`src/rtl/ovfcap_pkg.sv`:
```
package ovfcap_pkg;

  localparam logic [2:0] MODE_FREE_CAPT = 3'b010;
  localparam logic [2:0] MODE_ONE_CAPT  = 3'b110;

  typedef struct packed {
    logic free_run;
    logic one_shot;
  } mode_dec_t;

  function automatic mode_dec_t decode_mode(input logic [2:0] m);
    mode_dec_t d;
    d.free_run = (m == MODE_FREE_CAPT);
    d.one_shot = (m == MODE_ONE_CAPT);
    return d;
  endfunction

endpackage

```
`src/rtl/ovfcap_edge.sv`:
```
module ovfcap_edge (
  input  logic clk_i,
  input  logic rst_ni,
  input  logic sig_i,
  output logic rise_o
);

  logic sig_q;

  always_ff @(posedge clk_i or negedge rst_ni) begin
    if (!rst_ni) sig_q <= 1'b0;
    else         sig_q <= sig_i;
  end

  assign rise_o = sig_i & ~sig_q;

  // no two consecutive rising events
  assert_single_rise_R11: assert property (@(posedge clk_i) disable iff (!rst_ni)
    rise_o |=> !rise_o);

endmodule

```
`src/rtl/ovfcap_counter.sv`:
```
module ovfcap_counter
  import ovfcap_pkg::*;
#(
  parameter int CNT_W = 16
) (
  input  logic             clk_i,
  input  logic             rst_ni,
  input  logic             tick_i,
  input  logic             cap_evt_i,
  input  logic             start_i,
  input  mode_dec_t        mode_i,
  output logic [CNT_W-1:0] cap_val_o,
  output logic             wrap_o,
  output logic             cap_valid_o
);

  localparam logic [CNT_W-1:0] CNT_MAX = '1;

  logic [CNT_W-1:0] cnt_q, cap_q;
  logic             run_q;
  logic             active;

  assign active      = mode_i.free_run | (mode_i.one_shot & run_q);
  assign wrap_o      = active & tick_i & (cnt_q == CNT_MAX);
  assign cap_valid_o = active & cap_evt_i;
  assign cap_val_o   = cap_q;

  always_ff @(posedge clk_i or negedge rst_ni) begin
    if (!rst_ni) begin
      cnt_q <= '0;
      cap_q <= '0;
      run_q <= 1'b0;
    end else if (!(mode_i.free_run | mode_i.one_shot)) begin
      cnt_q <= '0;
      run_q <= 1'b0;
    end else if (cap_valid_o) begin
      cap_q <= cnt_q;
      cnt_q <= '0;
      run_q <= 1'b0;
    end else begin
      if (active && tick_i) cnt_q <= cnt_q + 1'b1;
      if (mode_i.free_run) begin
        run_q <= 1'b0;
      end else if (!run_q && start_i) begin
        run_q <= 1'b1;
        cnt_q <= '0;
      end
    end
  end

  assert_restart_after_capture_R2: assert property (@(posedge clk_i) disable iff (!rst_ni)
    cap_valid_o |=> (cnt_q == '0));

  assert_idle_holds_capture_R9: assert property (@(posedge clk_i) disable iff (!rst_ni)
    (mode_i.one_shot && !run_q) |=> $stable(cap_q));

  assert_parked_counter_R1: assert property (@(posedge clk_i) disable iff (!rst_ni)
    !(mode_i.free_run | mode_i.one_shot) |=> ((cnt_q == '0) && $stable(cap_q)));

endmodule

```
`src/rtl/ovfcap_status.sv`:
```
module ovfcap_status #(
  parameter int STAT_W = 16
) (
  input  logic              clk_i,
  input  logic              rst_ni,
  input  logic              cap_mode_i,
  input  logic              cap_valid_i,
  input  logic              wrap_i,
  output logic [STAT_W-1:0] status_o
);

  logic pend_q, flag_q;

  always_ff @(posedge clk_i or negedge rst_ni) begin
    if (!rst_ni) begin
      pend_q <= 1'b0;
      flag_q <= 1'b0;
    end else if (!cap_mode_i) begin
      pend_q <= 1'b0;
      flag_q <= 1'b0;
    end else if (cap_valid_i) begin
      flag_q <= pend_q;
      pend_q <= wrap_i;   // coincident wrap goes to next interval
    end else begin
      pend_q <= pend_q | wrap_i;
    end
  end

  assign status_o = {{(STAT_W-1){1'b0}}, flag_q};

  assert_flag_only_on_capture_R4: assert property (@(posedge clk_i) disable iff (!rst_ni)
    (cap_mode_i && !cap_valid_i) |=> $stable(flag_q));

  assert_flag_takes_pending_R5: assert property (@(posedge clk_i) disable iff (!rst_ni)
    cap_valid_i |=> (flag_q == $past(pend_q)));

  assert_coincident_wrap_kept_R7: assert property (@(posedge clk_i) disable iff (!rst_ni)
    (cap_mode_i && wrap_i) |=> pend_q);

  assert_parked_clear_R10: assert property (@(posedge clk_i) disable iff (!rst_ni)
    !cap_mode_i |=> (!flag_q && !pend_q));

endmodule

```
`src/rtl/ovf_capture_timer.sv`:
```
module ovf_capture_timer
  import ovfcap_pkg::*;
#(
  parameter int CNT_W  = 16,
  parameter int STAT_W = 16
) (
  input  logic              clk_i,
  input  logic              rst_ni,
  input  logic              tick_i,
  input  logic              cap_i,
  input  logic [2:0]        mode_i,
  input  logic              start_i,
  output logic [CNT_W-1:0]  capture_o,
  output logic [STAT_W-1:0] status_o
);

  mode_dec_t mode_dec;
  logic      cap_evt, wrap, cap_valid;

  assign mode_dec = decode_mode(mode_i);

  ovfcap_edge u_edge (
    .clk_i  (clk_i),
    .rst_ni (rst_ni),
    .sig_i  (cap_i),
    .rise_o (cap_evt)
  );

  ovfcap_counter #(.CNT_W(CNT_W)) u_counter (
    .clk_i       (clk_i),
    .rst_ni      (rst_ni),
    .tick_i      (tick_i),
    .cap_evt_i   (cap_evt),
    .start_i     (start_i),
    .mode_i      (mode_dec),
    .cap_val_o   (capture_o),
    .wrap_o      (wrap),
    .cap_valid_o (cap_valid)
  );

  ovfcap_status #(.STAT_W(STAT_W)) u_status (
    .clk_i       (clk_i),
    .rst_ni      (rst_ni),
    .cap_mode_i  (mode_dec.free_run | mode_dec.one_shot),
    .cap_valid_i (cap_valid),
    .wrap_i      (wrap),
    .status_o    (status_o)
  );

  assert_status_upper_zero_R3: assert property (@(posedge clk_i) disable iff (!rst_ni)
    status_o[STAT_W-1:1] == '0);

endmodule

```
`config.mk`:
```
export PLATFORM = sky130hd
export DESIGN_NAME = ovf_capture_timer
export DESIGN_NICKNAME = d
export VERILOG_FILES = /design/src/rtl/ovfcap_pkg.sv /design/src/rtl/ovfcap_edge.sv /design/src/rtl/ovfcap_counter.sv /design/src/rtl/ovfcap_status.sv /design/src/rtl/ovf_capture_timer.sv
export SDC_FILE = /design/constraint.sdc
export NUM_CORES = 1
export LEC_CHECK = 0
export BUFFER_PORTS_ARGS = -buffer_cell sky130_fd_sc_hd__buf_4
export CAP_MARGIN = 25
export CORE_AREA = 4 4 83 85
export CTS_CLUSTER_DIAMETER = 200
export DETAILED_ROUTE_END_ITERATION = 10
export DIE_AREA = 0 0 87 89
export SYNTH_ARGS = -nofsm -noshare
export SYNTH_HDL_FRONTEND = slang
export SYNTH_SLANG_ARGS = --single-unit
export TNS_END_PERCENT = 20
```
`constraint.sdc`:
```
create_clock -name clk_i -period 3.5 [get_ports clk_i]
set_clock_uncertainty 0.2 [all_clocks]
set_input_delay 0.35 -clock clk_i [delete_from_list [all_inputs] [get_ports clk_i]]
set_output_delay 0.35 -clock clk_i [all_outputs]
set_load 0.01 [all_outputs]
```
# Yosys cells after proc, flatten, opt, wreduce, memory -nomap -nowiden
# Cells that the tools add are included.
# classes
eq_ne	5
n_reduce_logical	4
n_addsub	1
n_mux	13
bitwise_logic	9
# op_table
op	count
$mux W16	5
$add A16 B1 Y16 const B	1
$eq A16 B16 Y1 const B	1
$mux W1	8
$and A1 B1 Y1	5
$ne A4 B4 Y1 const B	1
$eq A3 B2 Y1 const B	1
$eq A3 B3 Y1 const B	1
$or A1 B1 Y1	3
$logic_and A1 B1 Y1	2
$ne A2 B2 Y1 const B	1
$reduce_and A2 Y1	1
$logic_not A1 Y1	1
$not A1 Y1	1
# word_totals
inputBits	8
wordCells	38
output_inout_bits	32
ff_bits	36

# Depth between registers and ports, before layout
# depth
ltp_word	9
ltp_mapped	7
mapped_depth_nobuf	5

# Cells and area by module
# From an unflattened synthesis, not the netlist that was laid out.
# unflattened
cells_unflattened	158
hier_area_um2	1745.4
# by_module_without_submodules
mod	seq_area_each_um2	instances	cells_per_inst	area_each_um2
ovfcap_counter	825.8	1	130	1480.2
ovfcap_status	50.0	1	23	203.9
ovfcap_edge	25.0	1	2	38.8
ovf_capture_timer	0.0	1	3	22.5

# Worst setup path after synthesis
# No wires, ideal clock.
# synth_timing
kind	input to register
start	input port mode_i[0]
end	register u_counter.cnt_q[14]
required_time_ns	3.227
stages	6
t_arrival_ns	1.750
path_buffers	2
path_slack_ns	1.477
setup_time_ns	0.073
cell_sequence	nand2b_1 > buf_6 > or3_4 > buf_6 > or4_4 > a21oi_2
# synth_via
elab_chain_cells	9
elab_cells_between_ends	12
classes_between	eq/ne (2); mux (5); bitwise (4); reduce/logical (1)
# synth_rtl
item	line_no	source
start, declared	ovf_capture_timer.sv:11	input logic [2:0] mode_i,
$eq A3 B3 Y1	ovfcap_pkg.sv:14	d.one_shot = (m == MODE_ONE_CAPT);
$and A1 B1 Y1	ovfcap_counter.sv:23	assign active = mode_i.free_run | (mode_i.one_shot & run_q);
$or A1 B1 Y1	ovfcap_counter.sv:23	
$logic_and A1 B1 Y1	ovfcap_counter.sv:41	if (active && tick_i) cnt_q <= cnt_q + 1'b1;
$mux W16	ovfcap_counter.sv:41	
$mux W16	ovfcap_counter.sv:44	end else if (!run_q && start_i) begin
$mux W16	ovfcap_counter.sv:42	if (mode_i.free_run) begin
$mux W16	ovfcap_counter.sv:36	end else if (cap_valid_o) begin
$mux W16 *	ovfcap_counter.sv:33	end else if (!(mode_i.free_run | mode_i.one_shot)) begin
end signal, assigned	ovfcap_counter.sv:41	
end, declared	ovfcap_counter.sv:19	logic [CNT_W-1:0] cnt_q, cap_q;
# Mark *: on every way between the ends. The rest lies on a longest branch, timed or not.
# A chain may end at the register's enable or synchronous reset.

# Worst setup path after layout
# layout_timing
start	register u_counter.run_q
end	register u_counter.cap_q[13] (netlist: u_counter.cap_val_o[13])
# layout_via
elab_chain_cells	4
# layout_rtl
item	line_no	source
start, declared	ovfcap_counter.sv:20	logic run_q;
start signal, assigned	ovfcap_counter.sv:32	run_q <= 1'b0;
start signal, assigned	ovfcap_counter.sv:35	run_q <= 1'b0;
start signal, assigned	ovfcap_counter.sv:39	run_q <= 1'b0;
$and A1 B1 Y1	ovfcap_counter.sv:23	
$or A1 B1 Y1	ovfcap_counter.sv:23	
$and A1 B1 Y1	ovfcap_counter.sv:25	assign cap_valid_o = active & cap_evt_i;
$reduce_and A2 Y1 (no source line)	n/a	
end signal, assigned	ovfcap_counter.sv:37	cap_q <= cnt_q;
end, declared	ovfcap_counter.sv:19	
# Every way passes these cells.

==> flow_summary.toml <==
[clocking]
cts_sinks = 36
postCtsSetupBuffers = 0
clock_path_buffers = 2
clk_pin_slew_ps = 70
cts_tree = "done"
h-tree-depth = 2
clockRootBuffer = "clkbuf_8"
clock_latency_ps = 290
numCtsBuffers = 5

[route]
ant_nets = 0
viasPerCell = 4.70
drt-initial-drc-count = 41
wl_um = 3460
wire_per_inst_um = 13.0
drc = 0
first_pass_iters = 4
num_vias = 1255

[sta]
period_minus_slack_ps = 2190
hold_violations = 0
fmax_mhz = 457
fin_ws_ps = 1310
maxSlewViolCount = 0
tightestPinTransition_ps = 760
relSlewSlack_pct = 49.2
setup_viol = 0
finalCritPeriodShare_pct = 62.5
tns_ps = 0
rsz0062_at_grt = "no"

[place]
io_buffers = 24
dpl.hpwl_um = 2450
post_dp_cell_area_um2 = 1950
dp_worst_setup_slack_ps = 1210
gp_congestion = 0.778

[worst_setup_path]
max_stage_delay_ps = 600
rr_endpoint = "u_counter.cap_val_o[13]$_DFFE_PN0P_"
reg2reg_setup_slack_ps = 1310
cp_max_fo = 22
worstReg2RegStart = "u_counter.run_q$_DFFE_PN0P_"
r2r.worst_path.cells = 4
path_cells = "nor2b_1, or4b_1, buf_4, mux2_2"
crit_buf_inv = 1
slowest_stage = "nor2b_1"
worstPathRequired_ps = 3470
crit_family = "simple AND/OR/NAND/NOR gates"
start_kind = "register"
cp-end-kind = "register"
crit_type = "reg -> reg"
cp_data_arrival_time_ps = 2160

[floorplan]
die-area_um2 = 7740
ios = 40
core_area_um2 = 6200
rows = 29
die_width_um = 87
die_y_um = 89
initial_utilization_pct = 28.7

[synthesis]
yosys.area.top_type = "dfrtp_1"
synth-seq-cells = 36
synth_edf_count = 0
synthFlopType = "dfrtp_1"
yosysWarnings = 0
seq_area_frac_synth_pct = 50.5
synth_cells = 164
async_reset_ff_share_pct = 100
syn_area_um2 = 1780
yosys-top-cells-area = "dfrtp_1 51%, mux2_2 8.8%, buf_4 6.7%, xnor2_1 3.4%, nand2_1 2.7%"
synth_top_area_share_pct = 50.5
avgSynthCellArea_um2 = 10.9
synth_cell_types = 37

[global_route]
grtUsageMet1_pct = 12.6
grt-busiest-layer = "met2"
grt_usage_pct = 9.83
use_met2_pct = 15.0
grt_pass1_vias = 1215
grt_use_met3_pct = 2.49
antenna_found_initial = 0
grt-ovfl-total = 0
grt_max_degree = 37
grt_pass1_wl_um = 5790

[cells_and_area]
final_layout_size_suffix_gt1_share_pct = 28.9
antennaDiodeCount = 0
nFillCells = 620
design_area_um2 = 2070
nets = 198
syn2layout_area_growth_pct = 15.9

[worst_hold_path]
hold_end = "u_counter.run_q$_DFFE_PN0P_"
worstHoldStart = "mode_i[2]"
hold_path.class = "in -> reg"
min_path_cells = 2

[pwr]
ir_drop_v = 0.000192
leakagePower_nw = 0.913
finalPower_uw = 762
power.density_nw_per_um2 = 369

[run]
cap_viol_max_count = 0

[outcome]
status = "finished, final reports clean"
-- cells in the final DEF (no fill, tap or decap), types with 5 or more instances in the layout --
master / instances
nor4_1: 5
conb_1: 15
o31ai_1: 5
nand2_1: 13
o21ai_0: 5
xnor2_1: 7
clkbuf_8: 6
dfrtp_1: 36
nor2_1: 8
a21oi_1: 9
mux2_2: 14
buf_4: 25
or4_1: 5
-- synthesized netlist by cell type, types with 2 or more instances --
| cell type | number |
|---|---|
| mux2_2 | 14 |
| dfrtp_1 | 36 |
| o31ai_1 | 5 |
| nand2_1 | 13 |
| clkbuf_1 | 2 |
| nand3_1 | 4 |
| nor3_1 | 3 |
| buf_6 | 2 |
| nor2_1 | 8 |
| nand4_1 | 4 |
| a21oi_1 | 9 |
| o21ai_0 | 5 |
| nor4_1 | 5 |
| inv_1 | 3 |
| or4_1 | 5 |
| buf_2 | 3 |
| nand3b_1 | 2 |
| buf_4 | 16 |
| xnor2_1 | 7 |
-- what timing repair did --
| action | CTS | global route |
|---|---|---|
| hold endpoints to repair | 37 | 0 |
| gates resized for setup | 0 | 0 |
| hold buffers | 2 | 0 |
-- registers in the layout, indices dropped and copies added (netlist names) --
register	flops
u_status.flag_q	1
u_edge.sig_q	1
u_counter.run_q	1
u_counter.cnt_q	16
u_counter.cap_val_o	16
u_status.pend_q	1
-- routing by layer --
| layer | vias to the layer above | part of all wire [%] |
|---|---|---|
| met2 | 34 | 47 |
| met5 | - | 0 |
| met4 | 0 | 2.6 |
| met3 | 7 | 5.7 |
| met1 | 608 | 45 |
| li1 | 606 | - |
-- worst max path at each step --
stage	depth (start not counted)	startpoint	to	slack [ps]
6_report	4	u_counter.run_q$_DFFE_PN0P_	u_counter.cap_val_o[13]$_DFFE_PN0P_	1310
5_1_grt	4	u_counter.run_q$_DFFE_PN0P_	u_counter.cnt_q[9]$_DFF_PN0_	1150
4_1_cts	4	u_counter.run_q$_DFFE_PN0P_	u_counter.cap_val_o[7]$_DFFE_PN0P_	1300
3_5_place_dp	5	mode_i[0]	u_counter.cnt_q[9]$_DFF_PN0_	1210
3_3_place_gp	5	mode_i[0]	u_counter.cnt_q[9]$_DFF_PN0_	1260
2_1_floorplan	6	mode_i[0]	u_counter.cnt_q[14]$_DFF_PN0_	1480
-- power by group --
group	leakage, nW	internal (mW)	switching [mW]
sequential	0.500	0.418	0.000847
clock	0.0510	0.157	0.146
combinational	0.362	0.0118	0.0286
total	0.913	0.586	0.175
-- kinds of logic after synthesis --
kind of cell	count (synthesis)	synth area share (%)
AO/OA/AOI/OAI	24	8.84
XOR/XNOR	7	3.44
adder cells (fa/ha/maj)	1	0.702
buffers and inverters	26	9.89
flip-flops	36	50.5
multiplexers	14	8.84
other	1	0.210
AND/OR/NAND/NOR	55	17.5
-- layout make-up --
| type | instances | area (um^2) | area share [%] |
|---|---|---|---|
| Tap cell | 77 | 96.3 | 4.66 |
| Inverter | 3 | 11.3 | 0.545 |
| Sequential cell | 36 | 901 | 43.6 |
| Multi-Input combinational cell | 116 | 758 | 36.7 |
| Clock inverter | 2 | 10.0 | 0.484 |
| Timing Repair Buffer | 27 | 208 | 10.0 |
| Clock buffer | 6 | 82.6 | 4.00 |
-- through the flow --
stage | cells | hold WS (ps) | utilization, %
after floorplan | 178 | -146 | -
after global placement | 257 | 133 | 31.5
after detailed placement | 257 | 142 | 31.5
after CTS | 267 | 121 | 33.3
after global routing | 267 | 125 | 33.3
final | 267 | 135 | 33.3
No activity file was read; power rests on OpenSTA's default activity.
